### config.mk
export PLATFORM = sky130hd
export DESIGN_NAME = cfg_stream_parser
export DESIGN_NICKNAME = d
export VERILOG_FILES = /design/src/rtl/cfgp_pkg.sv /design/src/rtl/cfgp_run_cnt.sv /design/src/rtl/cfgp_par_acc.sv /design/src/rtl/cfgp_shreg.sv /design/src/rtl/cfg_stream_parser.sv
export SDC_FILE = /design/constraint.sdc
export NUM_CORES = 1
export LEC_CHECK = 0
export ABC_CLOCK_PERIOD_IN_PS = 2900
export CORE_MARGIN = 2
export CORE_UTILIZATION = 45
export CTS_CLUSTER_DIAMETER = 30
export CTS_CLUSTER_SIZE = 20
export DETAILED_ROUTE_END_ITERATION = 6
export PLACE_DENSITY = 0.7
export SYNTH_ARGS = -nofsm -noshare
export SYNTH_HDL_FRONTEND = slang
export SYNTH_HIERARCHICAL = 1
export SYNTH_SLANG_ARGS = --single-unit
### constraint.sdc
create_clock -name clk -period 2.9 [get_ports clk]
set_input_delay 0.29 -clock clk [delete_from_list [all_inputs] [get_ports clk]]
set_output_delay 0.29 -clock clk [all_outputs]
set_load 0.02 [all_outputs]
### src/rtl/cfgp_pkg.sv
package cfgp_pkg;

  typedef enum logic [3:0] {
    ST_HUNT,
    ST_PRE,
    ST_LEN,
    ST_TRAIL,
    ST_HDR,
    ST_ID,
    ST_ALIGN,
    ST_WBIT,
    ST_DATA,
    ST_STOP,
    ST_DONE
  } cfgp_state_e;

  localparam int LEN_W          = 24;
  localparam int ADDR_W         = 11;
  localparam int HDR_W          = 15;   // P, C, Opar, Epar, address
  localparam int PART_W         = 20;
  localparam int RSV_W          = 43;
  localparam int ID_BODY_W      = 1 + RSV_W + PART_W;
  localparam int LEAD_MIN       = 4;
  localparam int TRAIL_MIN      = 4;
  localparam int STOP_AFTER_ID  = 3;
  localparam int STOP_AFTER_DAT = 1;
  localparam int RUN_SAT        = 4;

  // header bits that follow the zero start bit of the closing word
  localparam logic [HDR_W-1:0] CLOSE_HDR = 15'b010011111111111;

  // even-position XOR combined with Opar must be 1,
  // odd-position XOR combined with Epar must be 0
  function automatic logic parity_ok(input logic x_even, input logic x_odd,
                                     input logic opar, input logic epar);
    return (x_even ^ opar) & ~(x_odd ^ epar);
  endfunction

  function automatic int max3(input int a, input int b, input int c);
    int m;
    m = (a > b) ? a : b;
    return (m > c) ? m : c;
  endfunction

endpackage

### src/rtl/cfgp_run_cnt.sv
module cfgp_run_cnt #(
  parameter int SAT = 4,
  localparam int W = $clog2(SAT + 1)
) (
  input  logic         clk,
  input  logic         rst_n,
  input  logic         clr,
  input  logic         step,
  input  logic         one,
  output logic [W-1:0] run
);

  always_ff @(posedge clk) begin
    if (!rst_n || clr) begin
      run <= '0;
    end else if (step) begin
      if (!one)                run <= '0;
      else if (run != W'(SAT)) run <= run + 1'b1;
    end
  end

endmodule

### src/rtl/cfgp_par_acc.sv
module cfgp_par_acc (
  input  logic clk,
  input  logic rst_n,
  input  logic clr,
  input  logic step,
  input  logic din,
  output logic x_even_nx,
  output logic x_odd_nx
);

  logic x_even_q, x_odd_q, odd_pos_q;

  assign x_even_nx = x_even_q ^ (step & ~odd_pos_q & din);
  assign x_odd_nx  = x_odd_q  ^ (step &  odd_pos_q & din);

  always_ff @(posedge clk) begin
    if (!rst_n || clr) begin
      x_even_q  <= 1'b0;
      x_odd_q   <= 1'b0;
      odd_pos_q <= 1'b0;
    end else if (step) begin
      x_even_q  <= x_even_nx;
      x_odd_q   <= x_odd_nx;
      odd_pos_q <= ~odd_pos_q;
    end
  end

endmodule

### src/rtl/cfgp_shreg.sv
module cfgp_shreg #(
  parameter int W = 8
) (
  input  logic         clk,
  input  logic         rst_n,
  input  logic         step,
  input  logic         din,
  output logic [W-1:0] q
);

  always_ff @(posedge clk) begin
    if (!rst_n)    q <= '0;
    else if (step) q <= {q[W-2:0], din};
  end

endmodule

### src/rtl/cfg_stream_parser.sv
module cfg_stream_parser
  import cfgp_pkg::*;
#(
  parameter int ALIGN_ZEROS = 3,
  parameter int DATA_W      = 16
) (
  input  logic                       clk,
  input  logic                       rst_n,
  input  logic                       bit_in,
  input  logic                       bit_valid,
  output logic [LEN_W-1:0]           length_count,
  output logic                       length_valid,
  output logic [PART_W-1:0]          part_id,
  output logic                       id_valid,
  output logic                       parity_en,
  output logic                       frame_valid,
  output logic [ADDR_W-1:0]          frame_addr,
  output logic [DATA_W-1:0]          frame_data,
  output logic                       frame_compressed,
  output logic                       frame_write,
  output logic                       fmt_err,
  output logic                       parity_err,
  output logic                       done
);

  localparam int SH_W      = (DATA_W > LEN_W) ? DATA_W : LEN_W;
  localparam int MAX_FIELD = max3(ID_BODY_W, SH_W, ALIGN_ZEROS);
  localparam int CNT_W     = $clog2(MAX_FIELD);
  localparam int RUN_W     = $clog2(RUN_SAT + 1);
  localparam int PART_POS  = 1 + RSV_W;

  cfgp_state_e        st_q, st_nx;
  logic [CNT_W-1:0]   cnt_q, cnt_nx;
  logic [RUN_W-1:0]   run_q;
  logic [RUN_W-1:0]   stop_min_q;
  logic [SH_W-2:0]    sh_q;
  logic [SH_W-1:0]    sh_nx;
  logic [HDR_W-2:0]   hdr_q;
  logic [HDR_W-1:0]   hdr_full;
  logic               pen_q, wr_q;
  logic               x_even_nx, x_odd_nx;

  // named internal events
  logic ev_pre, ev_len, ev_fstart, ev_frame_end, ev_comp_end;
  logic ev_id_end, ev_close, ev_err;
  logic run_clr, par_step, sh_step, hdr_step, pen_cap, wr_cap;

  assign sh_nx    = {sh_q, bit_in};
  assign hdr_full = {hdr_q, bit_in};

  cfgp_run_cnt #(.SAT(RUN_SAT)) u_run (
    .clk (clk), .rst_n (rst_n), .clr (run_clr),
    .step(bit_valid), .one (bit_in), .run (run_q)
  );

  cfgp_par_acc u_par (
    .clk (clk), .rst_n (rst_n), .clr (ev_fstart),
    .step(par_step), .din (bit_in),
    .x_even_nx(x_even_nx), .x_odd_nx(x_odd_nx)
  );

  cfgp_shreg #(.W(SH_W-1)) u_sh (
    .clk(clk), .rst_n(rst_n), .step(sh_step), .din(bit_in), .q(sh_q)
  );

  cfgp_shreg #(.W(HDR_W-1)) u_hdr (
    .clk(clk), .rst_n(rst_n), .step(hdr_step), .din(bit_in), .q(hdr_q)
  );

  always_comb begin
    st_nx        = st_q;
    cnt_nx       = cnt_q;
    ev_pre       = 1'b0;
    ev_len       = 1'b0;
    ev_fstart    = 1'b0;
    ev_frame_end = 1'b0;
    ev_comp_end  = 1'b0;
    ev_id_end    = 1'b0;
    ev_close     = 1'b0;
    ev_err       = 1'b0;
    run_clr      = 1'b0;
    par_step     = 1'b0;
    sh_step      = 1'b0;
    hdr_step     = 1'b0;
    pen_cap      = 1'b0;
    wr_cap       = 1'b0;
    if (bit_valid) begin
      case (st_q)
        ST_HUNT: begin
          if (!bit_in && run_q >= RUN_W'(LEAD_MIN)) begin
            st_nx  = ST_PRE;
            cnt_nx = '0;
          end
        end
        ST_PRE: begin
          // remaining pattern bits after the first zero: 0, 1, 0
          if (bit_in != (cnt_q == CNT_W'(1))) begin
            st_nx = ST_HUNT;
          end else if (cnt_q == CNT_W'(2)) begin
            ev_pre = 1'b1;
            st_nx  = ST_LEN;
            cnt_nx = '0;
          end else begin
            cnt_nx = cnt_q + 1'b1;
          end
        end
        ST_LEN: begin
          sh_step = 1'b1;
          if (cnt_q == CNT_W'(LEN_W - 1)) begin
            ev_len  = 1'b1;
            st_nx   = ST_TRAIL;
            run_clr = 1'b1;
          end else begin
            cnt_nx = cnt_q + 1'b1;
          end
        end
        ST_TRAIL, ST_STOP: begin
          if (!bit_in) begin
            if (run_q >= ((st_q == ST_TRAIL) ? RUN_W'(TRAIL_MIN) : stop_min_q)) begin
              ev_fstart = 1'b1;
              st_nx     = ST_HDR;
              cnt_nx    = '0;
            end else begin
              ev_err = 1'b1;
            end
          end
        end
        ST_HDR: begin
          hdr_step = 1'b1;
          par_step = (cnt_q != CNT_W'(2)) && (cnt_q != CNT_W'(3));
          if (cnt_q == CNT_W'(HDR_W - 1)) begin
            cnt_nx = '0;
            if (hdr_full == CLOSE_HDR) begin
              ev_close = 1'b1;
              st_nx    = ST_DONE;
            end else if (&hdr_full[ADDR_W-1:0]) begin
              if (hdr_full[14] && !hdr_full[13]) st_nx = ST_ID;
              else                               ev_err = 1'b1;
            end else if (!hdr_full[14]) begin
              ev_err = 1'b1;
            end else if (hdr_full[13]) begin
              ev_frame_end = 1'b1;
              ev_comp_end  = 1'b1;
              st_nx        = ST_STOP;
              run_clr      = 1'b1;
            end else begin
              st_nx = ST_ALIGN;
            end
          end else begin
            cnt_nx = cnt_q + 1'b1;
          end
        end
        ST_ID: begin
          pen_cap = (cnt_q == '0);
          sh_step = (cnt_q >= CNT_W'(PART_POS));
          if (cnt_q != '0 && cnt_q < CNT_W'(PART_POS) && bit_in) begin
            ev_err = 1'b1;
          end else if (cnt_q == CNT_W'(ID_BODY_W - 1)) begin
            ev_id_end = 1'b1;
            st_nx     = ST_STOP;
            run_clr   = 1'b1;
          end else begin
            cnt_nx = cnt_q + 1'b1;
          end
        end
        ST_ALIGN: begin
          par_step = 1'b1;
          if (bit_in) begin
            ev_err = 1'b1;
          end else if (cnt_q == CNT_W'(ALIGN_ZEROS - 1)) begin
            st_nx  = ST_WBIT;
            cnt_nx = '0;
          end else begin
            cnt_nx = cnt_q + 1'b1;
          end
        end
        ST_WBIT: begin
          par_step = 1'b1;
          wr_cap   = 1'b1;
          st_nx    = ST_DATA;
          cnt_nx   = '0;
        end
        ST_DATA: begin
          par_step = 1'b1;
          sh_step  = 1'b1;
          if (cnt_q == CNT_W'(DATA_W - 1)) begin
            ev_frame_end = 1'b1;
            st_nx        = ST_STOP;
            run_clr      = 1'b1;
          end else begin
            cnt_nx = cnt_q + 1'b1;
          end
        end
        default: ;
      endcase
      if (ev_err) begin
        st_nx   = ST_HUNT;
        cnt_nx  = '0;
        run_clr = 1'b1;
      end
    end
  end

  logic opar_sel, epar_sel, par_bad;
  assign opar_sel = ev_comp_end ? hdr_full[12] : hdr_q[12];
  assign epar_sel = ev_comp_end ? hdr_full[11] : hdr_q[11];
  assign par_bad  = parity_en & ~parity_ok(x_even_nx, x_odd_nx, opar_sel, epar_sel);

  always_ff @(posedge clk) begin
    if (!rst_n) begin
      st_q             <= ST_HUNT;
      cnt_q            <= '0;
      stop_min_q       <= RUN_W'(STOP_AFTER_DAT);
      pen_q            <= 1'b0;
      wr_q             <= 1'b0;
      length_count     <= '0;
      length_valid     <= 1'b0;
      part_id          <= '0;
      id_valid         <= 1'b0;
      parity_en        <= 1'b0;
      frame_valid      <= 1'b0;
      frame_addr       <= '0;
      frame_data       <= '0;
      frame_compressed <= 1'b0;
      frame_write      <= 1'b0;
      fmt_err          <= 1'b0;
      parity_err       <= 1'b0;
      done             <= 1'b0;
    end else begin
      st_q        <= st_nx;
      cnt_q       <= cnt_nx;
      frame_valid <= ev_frame_end;
      if (pen_cap) pen_q <= bit_in;
      if (wr_cap)  wr_q  <= bit_in;
      if (ev_len) begin
        length_count <= sh_nx[LEN_W-1:0];
        length_valid <= 1'b1;
      end
      if (ev_id_end) begin
        part_id    <= sh_nx[PART_W-1:0];
        id_valid   <= 1'b1;
        parity_en  <= pen_q;
        stop_min_q <= RUN_W'(STOP_AFTER_ID);
      end
      if (ev_frame_end) begin
        stop_min_q <= RUN_W'(STOP_AFTER_DAT);
        if (ev_comp_end) begin
          frame_addr       <= hdr_full[ADDR_W-1:0];
          frame_data       <= '0;
          frame_compressed <= 1'b1;
          frame_write      <= 1'b0;
        end else begin
          frame_addr       <= hdr_q[ADDR_W-1:0];
          frame_data       <= sh_nx[DATA_W-1:0];
          frame_compressed <= hdr_q[13];
          frame_write      <= wr_q;
        end
        if (par_bad) parity_err <= 1'b1;
      end
      if (ev_err)   fmt_err <= 1'b1;
      if (ev_close) done    <= 1'b1;
    end
  end

endmodule

# Yosys cells after proc, flatten, opt, wreduce, memory -nomap -nowiden
# Index checks and enable logic that the tools add are counted.
[classes]
add_sub_neg = 2
order_cmp = 4
eq_ne = 38
n_mux = 91
n_bitwise = 14
reduce_logical = 23
[op_table]
columns = ["cell", "count"]
rows = [
  ["4-bit two-way mux", 18],
  ["6-bit two-way mux", 12],
  ["6-bit case mux with 9 select lines", 1],
  ["1-bit two-way mux", 49],
  ["3-bit != test (second input constant)", 15],
  ["4-bit case mux with 9 select lines", 1],
  ["11-bit AND reduction", 2],
  ["4-bit by 3-bit == test with 1-bit output (second input constant)", 4],
  ["16-bit two-way mux", 1],
  ["15-bit by 14-bit == test with 1-bit output (second input constant)", 1],
  ["15-bit AND reduction", 1],
  ["6-bit by 4-bit == test with 1-bit output (second input constant)", 2],
  ["6-bit by 2-bit != test with 1-bit output (second input constant)", 2],
  ["11-bit two-way mux", 1],
  ["10-bit nonzero test", 1],
  ["3-bit two-way mux", 3],
  ["4-bit by 2-bit == test with 1-bit output (second input constant)", 2],
  ["4-bit == test (second input constant)", 2],
  ["1-bit case mux with 4 select lines", 2],
  ["6-bit by 1-bit adder with 6-bit output (second input constant)", 1],
  ["1-bit AND", 6],
  ["6-bit by 1-bit == test with 1-bit output (second input constant)", 1],
  ["6-bit by 2-bit == test with 1-bit output (second input constant)", 1],
  ["6-bit by 5-bit == test with 1-bit output (second input constant)", 1],
  ["other kinds (24)", 42],
]
[totals]
reg_bits = 136
input_bits = 4
output_inout_bits = 80
wordCells = 196

# Logic depth before layout (Yosys ltp)
# Gate-level depths: netlist of the first run.
[depth]
depth_word = 14
mapped_depth = 13
ltp_nobuf = 13

# Modules after synthesis
# Netlist of the first run, hierarchy kept.
[by_module_without_submodules]
columns = ["mod", "instances", "cells_each", "area_each_um2", "seq_area_each_um2"]
rows = [
  ["cfg_stream_parser", 1, 471, 4187.8, 1861.8],
  ["cfgp_shreg at u_sh", 1, 74, 893.4, 460.4],
  ["cfgp_shreg at u_hdr", 1, 45, 543.0, 280.3],
  ["cfgp_run_cnt", 1, 20, 171.4, 60.1],
  ["cfgp_par_acc", 1, 15, 158.9, 60.1],
]

# Worst setup path after synthesis of the first run
# OpenSTA, ideal clock, no wires.
[synth_path]
path_type = "reg-to-reg"
start = "reg st_q[2]"
end = "reg u_run.run[0]"
setup_time_ns = 0.091
t_arrival_ns = 2.714
t_required_ns = 2.809
path_slack_ns = 0.095
path_stages_with_launch = 13
n_path_buf = 2
cell_sequence = "dfxtp_1 > clkbuf_1 > clkbuf_1 > nand3b_1 > nand2_1 > ha_1 > nand2_1 > o21ai_0 > o32ai_1 > nor3_1 > a21oi_1 > nand2b_1 > a311oi_1"
[synth_via]
elab_chain_len = 10
word_cells_on_any_way = 18
classes_between = "order compare: 1; eq/ne: 7; mux: 8; reduce/logical: 2"
[synth_rtl]
columns = ["item", "line_no", "text"]
rows = [
  ["start: declaration", "cfg_stream_parser.sv:32", "cfgp_state_e st_q, st_nx;"],
  ["start signal: assignment", "cfg_stream_parser.sv:230", "st_q <= st_nx;"],
  ["4-bit by 2-bit == test with 1-bit output", "cfg_stream_parser.sv:88, cfg_stream_parser.sv:119", ""],
  ["3-bit two-way mux", "cfg_stream_parser.sv:119", "if (run_q >= ((st_q == ST_TRAIL) ? RUN_W'(TRAIL_MIN) : stop_min_q)) begin"],
  ["3-bit >= comparator", "cfg_stream_parser.sv:119", ""],
  ["1-bit two-way mux", "cfg_stream_parser.sv:119", ""],
  ["1-bit two-way mux", "cfg_stream_parser.sv:118", "if (!bit_in) begin"],
  ["1-bit case mux with 4 select lines", "cfg_stream_parser.sv:88", "case (st_q)"],
  ["1-bit two-way mux", "cfg_stream_parser.sv:87", "if (bit_valid) begin"],
  ["1-bit two-way mux *", "cfg_stream_parser.sv:196", "if (ev_err) begin"],
  ["1-bit two-way mux *", "cfg_stream_parser.sv:87", ""],
  ["named net run_clr", "cfg_stream_parser.sv:46", "logic run_clr, par_step, sh_step, hdr_step, pen_cap, wr_cap;"],
  ["1-bit logical OR *", "cfgp_run_cnt.sv:14", "if (!rst_n || clr) begin"],
  ["end signal: assignment", "cfgp_run_cnt.sv:18", "else if (run != W'(SAT)) run <= run + 1'b1;"],
  ["end: declaration", "cfgp_run_cnt.sv:10", "output logic [W-1:0] run"],
]
# The timed path passes the listed nets; every way through them passes the cells marked *. The select of a mux whose other input is x is not followed.
# A chain may end at the register's enable or synchronous reset.

# Worst setup path in the final report of the first run
[layout_path]
start = "reg st_q[0]"
end = "reg cnt_q[2]"
[layout_via]
elab_chain_len = 9
word_cells_on_any_way = 30
classes_between = "order compare: 1; eq/ne: 18; mux: 7; reduce/logical: 4"
[layout_rtl]
columns = ["item", "line_no", "text"]
rows = [
  ["4-bit by 2-bit == test with 1-bit output", "cfg_stream_parser.sv:88, cfg_stream_parser.sv:119", ""],
  ["3-bit two-way mux", "cfg_stream_parser.sv:119", ""],
  ["3-bit >= comparator", "cfg_stream_parser.sv:119", ""],
  ["1-bit two-way mux", "cfg_stream_parser.sv:119", ""],
  ["1-bit two-way mux", "cfg_stream_parser.sv:118", ""],
  ["1-bit case mux with 4 select lines", "cfg_stream_parser.sv:88", ""],
  ["1-bit two-way mux", "cfg_stream_parser.sv:87", ""],
  ["10-bit nonzero test (no line) / 3-bit != test (equally long branches)", "n/a", ""],
  ["11-bit AND reduction (no line)", "n/a", ""],
  ["end signal: assignment", "cfg_stream_parser.sv:231", "cnt_q <= cnt_nx;"],
  ["end: declaration", "cfg_stream_parser.sv:33", "logic [CNT_W-1:0] cnt_q, cnt_nx;"],
]
# Several ways; a longest one is shown, not always the timed one. The select of a mux whose other input is x is not followed.

==> results of run 1 <==
cell families after synthesis:
family                     count (synthesis)
and+or+nand+nor                          228
buffers and inverters                     58
DFF                                      136
AOI/OAI and AO/OA                        109
muxes                                     79
xor gates and xnor gates                   6
adders and majority gates                  9
cells in the mapped netlist, types with 3 or more instances:
cell	count	area, sq um
nand4_1	9	56.3
o221ai_1	3	26.3
inv_1	18	67.6
o21ai_0	7	35.0
nor2_1	40	150
nor3_1	5	25.0
nand3_1	22	110
a21oi_1	38	190
nor4b_1	5	43.8
a211oi_1	3	22.5
xnor2_1	5	43.8
and2_1	4	25.0
o22ai_1	3	18.8
nand2b_1	5	31.3
buf_12	3	60.1
nor2b_1	42	263
o2bb2ai_1	12	105
clkbuf_1	28	105
buf_2	5	25.0
a22o_1	18	158
mux2i_1	79	791
a31oi_1	5	31.3
nand2_1	64	240
ha_1	9	113
dfxtp_1	136	2720
nand3b_1	9	67.6
area by class of cell:
cell class | count | area share [%]
clock buffers | 22 | 6.13
clock inverters | 10 | 0.942
repair buffers | 114 | 14.0
flip-flops and latches | 136 | 36.0
multi-input cells | 431 | 39.1
inverters | 19 | 0.942
well taps | 176 | 2.91
power groups by stage:
| stage | clock (mW) | combinational (mW) | sequential, mW |
|---|---|---|---|
| final | 1.94 | 0.0817 | 1.87 |
| after global routing | 2.06 | 0.0878 | 1.87 |
| after CTS | 1.98 | 0.0814 | 1.87 |
| after detailed placement | 0 | 0.0804 | 1.91 |
| after global placement | 0 | 0.0783 | 1.91 |
| after floorplan | 0 | 0.0472 | 1.91 |
tightest hold or removal path, stage by stage, from the launching register on:
cell,delay [ns]
dfxtp_1,0.31
nand2_1,0.05
a21oi_1,0.05
routing by layer:
metal	share of wire, %	wire length (microns)	vias up
met1	44	6690	2382
met5	0	0	-
met4	1.9	285	0
li1	-	-	2412
met3	9.1	1390	30
met2	45	6860	198
flip-flops by register name, summed over array words and instances, names as in the netlist:
| name | cells |
|---|---|
| frame_write | 1 |
| wr_q | 1 |
| frame_data | 16 |
| parity_en | 1 |
| u_hdr/q | 14 |
| st_q | 4 |
| part_id | 20 |
| fmt_err | 1 |
| length_count | 24 |
| frame_addr | 11 |
| frame_valid | 1 |
| u_run/run | 3 |
| frame_compressed | 1 |
| parity_err | 1 |
| cnt_q | 6 |
| id_valid | 1 |
| u_par/x_odd_q | 1 |
| length_valid | 1 |
| u_par/odd_pos_q | 1 |
| pen_q | 1 |
| u_sh/q | 23 |
| u_par/x_even_q | 1 |
| done | 1 |
| stop_min_q | 1 |
path summary, 6_finish.rpt:
check | slack [ns] | cells after the start | start | to
min | 0.46 | 2 | length_count[0] | length_count[0]
max | 0.17 | 11 | st_q[0] | cnt_q[2]
max reg2reg | 0.17 | 11 | st_q[0] | cnt_q[2]
min reg2reg | 0.46 | 2 | length_count[0] | length_count[0]
metrics by stage:
step | setup slack (ns) | util (%) | total power, mW
global route | 0.0145 | 57.9 | 4.02
global placement | 0.256 | 53.8 | 1.99
finish | 0.173 | 57.9 | 3.89
CTS | 0.269 | 57.9 | 3.93
floorplan | 0.0954 | - | 1.96
detailed placement | 0.267 | 53.8 | 1.99
==> flow_metrics.env, run 1 <==
export IMPL_period_share_pct=94.0
export IMPL_cts_tree="yes"
export IMPL_hold_viol_final=0
export IMPL_use_met2_pct=33.7
export IMPL_clk_path_buf_depth=2
export IMPL_postRouteAntennaNets=0
export IMPL_stdcell_area_sq_um=7570
export IMPL_switchingPower_mw=0.857
export IMPL_max_freq_mhz=367
export IMPL_grt_overflow=0
export IMPL_powerDensity_nw_per_um2=514
export IMPL_synth_simple_area_share_pct=20.6
export IMPL_grt_usage_pct=21.9
export IMPL_worstMarginPinSlew_ns=0.968
export IMPL_slew_violations=0
export IMPL_grt_pass1_wl_mm=24.9
export IMPL_synth_cell_types=62
export IMPL_synth_top_family_by_area="simple AND/OR/NAND/NOR gates"
export IMPL_seq_area_sq_um=2720
export IMPL_worstPathMaxFanout=8
export IMPL_die_w_microns=119
export IMPL_fin_tns_setup_ns=0
export IMPL_syn_to_final_growth_pct=27.2
export IMPL_synth_avg_cell_area_sq_um=9.53
export IMPL_placed_area_sq_um=7040
export IMPL_clock_sinks=136
export IMPL_drv_cap=0
export IMPL_critPathCaptureType="flop"
export IMPL_drt_initial_drc_count=297
export IMPL_yosysWarningCount=6
export IMPL_clkTransAtPathRegs_ns=0.06
export IMPL_antenna_cells=0
export IMPL_netlist_area_sq_um=5950
export IMPL_final_nets=732
export IMPL_slowest_delay_ns=0.44
export IMPL_cts_made_buffers=17
export IMPL_timing_final_crit_period_ns=2.73
export IMPL_required_ns=3.23
export IMPL_antenna_found_initial=0
export IMPL_die_h_microns=119
export IMPL_crit_path_top_delay_cell="dfxtp_1"
export IMPL_synthMuxAreaShare_pct=13.3
export IMPL_pwr_share_comb_pct=2.1
export IMPL_critical_path_class="flop to flop"
export IMPL_portBuffers=83
export IMPL_dpl_hpwl_mm=10.3
export IMPL_synth_compound_area_share_pct=12.8
export IMPL_status="complete, no violations"
export IMPL_finalNonFillerCells=908
export IMPL_gp_congestion=0.913
export IMPL_max_vdd_ir_drop_v=0.000411
export IMPL_rows=42
export IMPL_cp_top_family="simple AND/OR/NAND/NOR gates"
export IMPL_synth_edf_count=0
export IMPL_io_pins=84
export IMPL_gr_usage_met3_pct=8.38
export IMPL_cts_root_buf="clkbuf_16"
export IMPL_cts_hold_buf=0
export IMPL_hp_class="flop to flop"
export IMPL_core_sq_um=13100
export IMPL_synth_ff_type="dfxtp_1"
export IMPL_cts_setup_buffers=0
export IMPL_timing_hold_ws_ns=0.455
export IMPL_final_common_cell="dfxtp_1"
export IMPL_insertion_delay_ns=0.42
export IMPL_synthAdderAreaFrac_pct=1.89
export IMPL_syn_num_nets=638
export IMPL_multiInputGateArea_sq_um=2960
export IMPL_synth_xor_area_share_pct=0.883
export IMPL_htree_levels=4
export IMPL_pwr_share_seq_pct=48.1
export IMPL_crit_chain="inv_1 > nor2_1 > nand3b_1 > ha_1 > nand2_1 > o21ai_0 > o32ai_1 > nor3_1 > buf_4 > nand3_1 > o221ai_1"
export IMPL_grt_pass1_vias=4900
export IMPL_initial_core_util_pct=45.5
export IMPL_place_inst=876
export IMPL_cts_resized=0
export IMPL_fin_skew_ns=0.00556
export IMPL_wl_per_cell_microns=16.8
export IMPL_start_kind="flop"
export IMPL_switching_share_pct=22.0
export IMPL_slew_headroom_pct=34.7
export IMPL_fill_cells=1127
export IMPL_drive_gt1_share_pct=9.56
export IMPL_p_leak_nw=2.60
export IMPL_grt_use_met1_pct=28.1
export IMPL_grt_max_degree=56
export IMPL_arrival_ns=3.06
export IMPL_vias=5022
export IMPL_busiest_layer="met2"
export IMPL_path_buf_inv=2
export IMPL_clkPwrFrac_pct=49.8
export IMPL_wl_mm=15.2
export IMPL_rsz0062_at_grt="false"
export IMPL_vias_per_cell=5.53
export IMPL_synth_seq_cells=136
export IMPL_die_area_sq_um=14200
export IMPL_syn_instance_count=625
export IMPL_setup_viol=0
export IMPL_yosysSeqAreaShare_pct=45.7
export IMPL_drcViolationCount=0
export IMPL_power_internal_mw=3.03
export IMPL_synthArstFlopShare_pct=0
export IMPL_firstDrtPassIters=5
export IMPL_mostFrequentLayoutCells="dfxtp_1 (136), clkdlybuf4s50_1 (83), mux2i_1 (79)"
No activity file was read; power rests on OpenSTA's default activity.
==> run 2, diff against run 1 <==
Settings changed: CORE_MARGIN 2 to 3.
==> run 2 against run 1 <==
Against the previous run:
- register-to-register slack improved by 0.09 ns
- final area grew 1.1%
- clock-buffer cell count rose by 4
- highest routed layer unchanged
- total power grew 7.7%
- routed wire length is 1.1% higher
- worst hold slack worse by 0.00056 ns
- critical endpoint is now parity_err
- critical path type unchanged
- largest cell class unchanged
- largest power group unchanged
- sequential share of layout area down 0.36 points
- core utilization is 2.1 points higher
- via count fell by 1.3%
- sequential power hardly changed
- combinational power down 2%
==> flow_metrics.env, run 2 (synthesis results as in run 1) <==
export IMPL_fin_skew_ns=0.00803
export IMPL_gp_congestion=0.943
export IMPL_drive_gt1_share_pct=9.70
export IMPL_grt_pass1_wl_mm=24.9
export IMPL_antenna_found_initial=0
export IMPL_clock_sinks=136
export IMPL_crit_end="parity_err"
export IMPL_setup_viol=0
export IMPL_seq_area_sq_um=2730
export IMPL_drv_cap=0
export IMPL_io_pins=84
export IMPL_firstDrtPassIters=5
export IMPL_timing_final_crit_period_ns=2.64
export IMPL_syn_to_final_growth_pct=28.6
export IMPL_period_share_pct=90.9
export IMPL_r2r_end="parity_err"
export IMPL_rows=41
export IMPL_initial_core_util_pct=46.6
export IMPL_p_leak_nw=2.64
export IMPL_grt_usage_pct=21.3
export IMPL_gr_usage_met3_pct=8.44
export IMPL_die_w_microns=121
export IMPL_die_area_sq_um=14600
export IMPL_rrSetupSlack_ns=0.26
export IMPL_mostFrequentLayoutCells="dfxtp_1 (134), clkdlybuf4s50_1 (83), mux2i_1 (79)"
export IMPL_dpl_hpwl_mm=10.1
export IMPL_largestRegisters="length_count x24, u_sh/q x23, part_id x20"
export IMPL_rsz0062_at_grt="false"
export IMPL_status="complete, no violations"
export IMPL_worstPathMaxFanout=6
export IMPL_cts_setup_buffers=0
export IMPL_hold_viol_final=0
export IMPL_timing_hold_ws_ns=0.455
export IMPL_postRouteAntennaNets=0
export IMPL_use_met2_pct=34.2
export IMPL_grt_use_met1_pct=26.2
export IMPL_final_nets=732
export IMPL_largest_register="length_count"
export IMPL_fill_cells=1085
export IMPL_wl_mm=15.4
export IMPL_slew_headroom_pct=46.7
export IMPL_critPathCaptureType="flop"
export IMPL_crit_start="cnt_q[0]"
export IMPL_clkTransAtPathRegs_ns=0.06
export IMPL_grt_max_degree=56
export IMPL_required_ns=3.21
export IMPL_vias=4955
export IMPL_arrival_ns=2.94
export IMPL_cts_tree="yes"
export IMPL_vias_per_cell=5.48
export IMPL_max_freq_mhz=379
export IMPL_antenna_cells=0
export IMPL_drcViolationCount=0
export IMPL_cts_root_buf="clkbuf_16"
export IMPL_start_kind="flop"
export IMPL_die_h_microns=121
export IMPL_slew_violations=0
export IMPL_busiest_layer="met2"
export IMPL_core_sq_um=12800
export IMPL_powerDensity_nw_per_um2=547
export IMPL_worstMarginPinSlew_ns=0.789
export IMPL_fin_tns_setup_ns=0
export IMPL_portBuffers=83
export IMPL_grt_pass1_vias=4917
export IMPL_cts_made_buffers=17
export IMPL_p_total_mw=4.19
export IMPL_max_vdd_ir_drop_v=0.000472
export IMPL_final_common_cell="dfxtp_1"
export IMPL_multiInputGateArea_sq_um=2960
export IMPL_wl_per_cell_microns=17.0
export IMPL_worst_r2r_path_depth=13
export IMPL_critical_path_class="flop to flop"
export IMPL_r2r_start="cnt_q[0]"
export IMPL_htree_levels=4
export IMPL_clk_path_buf_depth=2
export IMPL_largest_reg_flops=24
export IMPL_hp_class="flop to flop"
export IMPL_drt_initial_drc_count=281
export IMPL_grt_overflow=0
export IMPL_insertion_delay_ns=0.41
run 2: cell types whose count changed in the layout (fill, tap and decap cells not counted), moves of 2 or more:
cell	delta
clkinv_2	-3
clkinv_4	-3
dfxtp_1	-2
dfxtp_2	+2
bufinv_16	+3
clkbuf_8	+3
run 2: cell type report:
class	instances	share of cell area [%]
multi-input cells	431	38.7
flip-flops and latches	136	35.6
repair buffers	114	13.9
clock buffers	26	6.65
well taps	172	2.81
clock inverters	6	1.45
inverters	19	0.932
run 2: critical path, cell delays in order (launching register included):
cell and delay, ns:
dfxtp_1 0.40, inv_1 0.11, ha_1 0.29, o21ai_0 0.19
a21oi_1 0.08, nor2_1 0.09, nor2_1 0.05, nor2_1 0.21
nand3b_1 0.17, xnor2_1 0.19, o311ai_0 0.12, o221a_2 0.25
o221ai_1 0.11, a32o_1 0.27
run 2: where the power goes:
group          switching, mW  leakage (nW)  internal [mW]  total [mW]
clock                  0.769         0.301           1.47        2.24
sequential           0.00211          1.10           1.87        1.87
combinational         0.0541          1.25         0.0261      0.0803
run 2: per-layer routing:
layer / up-vias / wire [microns] / part of all wire (%)
met1: 2360 / 6700 / 44
met5: - / 0 / 0
met4: 0 / 220 / 1.4
li1: 2407 / - / -
met3: 21 / 1310 / 8.5
met2: 167 / 7160 / 47
run 2: how the worst min path moves through the flow:
stage                startpoint               end  slack [ns]  cells after the start
2_1_floorplan         bit_valid      u_run/run[2]        0.39                      1
3_3_place_gp   length_count[22]  length_count[22]        0.44                      2
3_5_place_dp   length_count[16]  length_count[16]        0.45                      2
4_1_cts        length_count[13]  length_count[13]        0.46                      2
5_1_grt           frame_addr[1]     frame_addr[1]        0.48                      1
6_report       length_count[13]  length_count[13]        0.45                      2
run 2: stage by stage:
stage | instances | instance area (sq um) | utilization (%) | setup WS [ns]
global placement | 872 | 7030 | 55.0 | 0.185
detailed placement | 872 | 7030 | 55.0 | 0.158
global route | 904 | 7650 | 59.9 | 0.0308
floorplan | 625 | 5950 | - | 0.0954
finish | 904 | 7650 | 59.9 | 0.265
CTS | 904 | 7650 | 59.9 | 0.135
run 2: what timing repair did:
item | CTS | global route
hold buffers | 0 | 0
endpoints found under the setup margin | 0 | 13
endpoints found under the hold margin | 0 | 0
resized for setup | 0 | 3
==> run 3, diff against run 2 <==
Settings changed: CTS_CLUSTER_SIZE 20 to 24.
==> results of run 3 <==
Same layout as run 2: the final DEF is identical, and so are final timing and power.
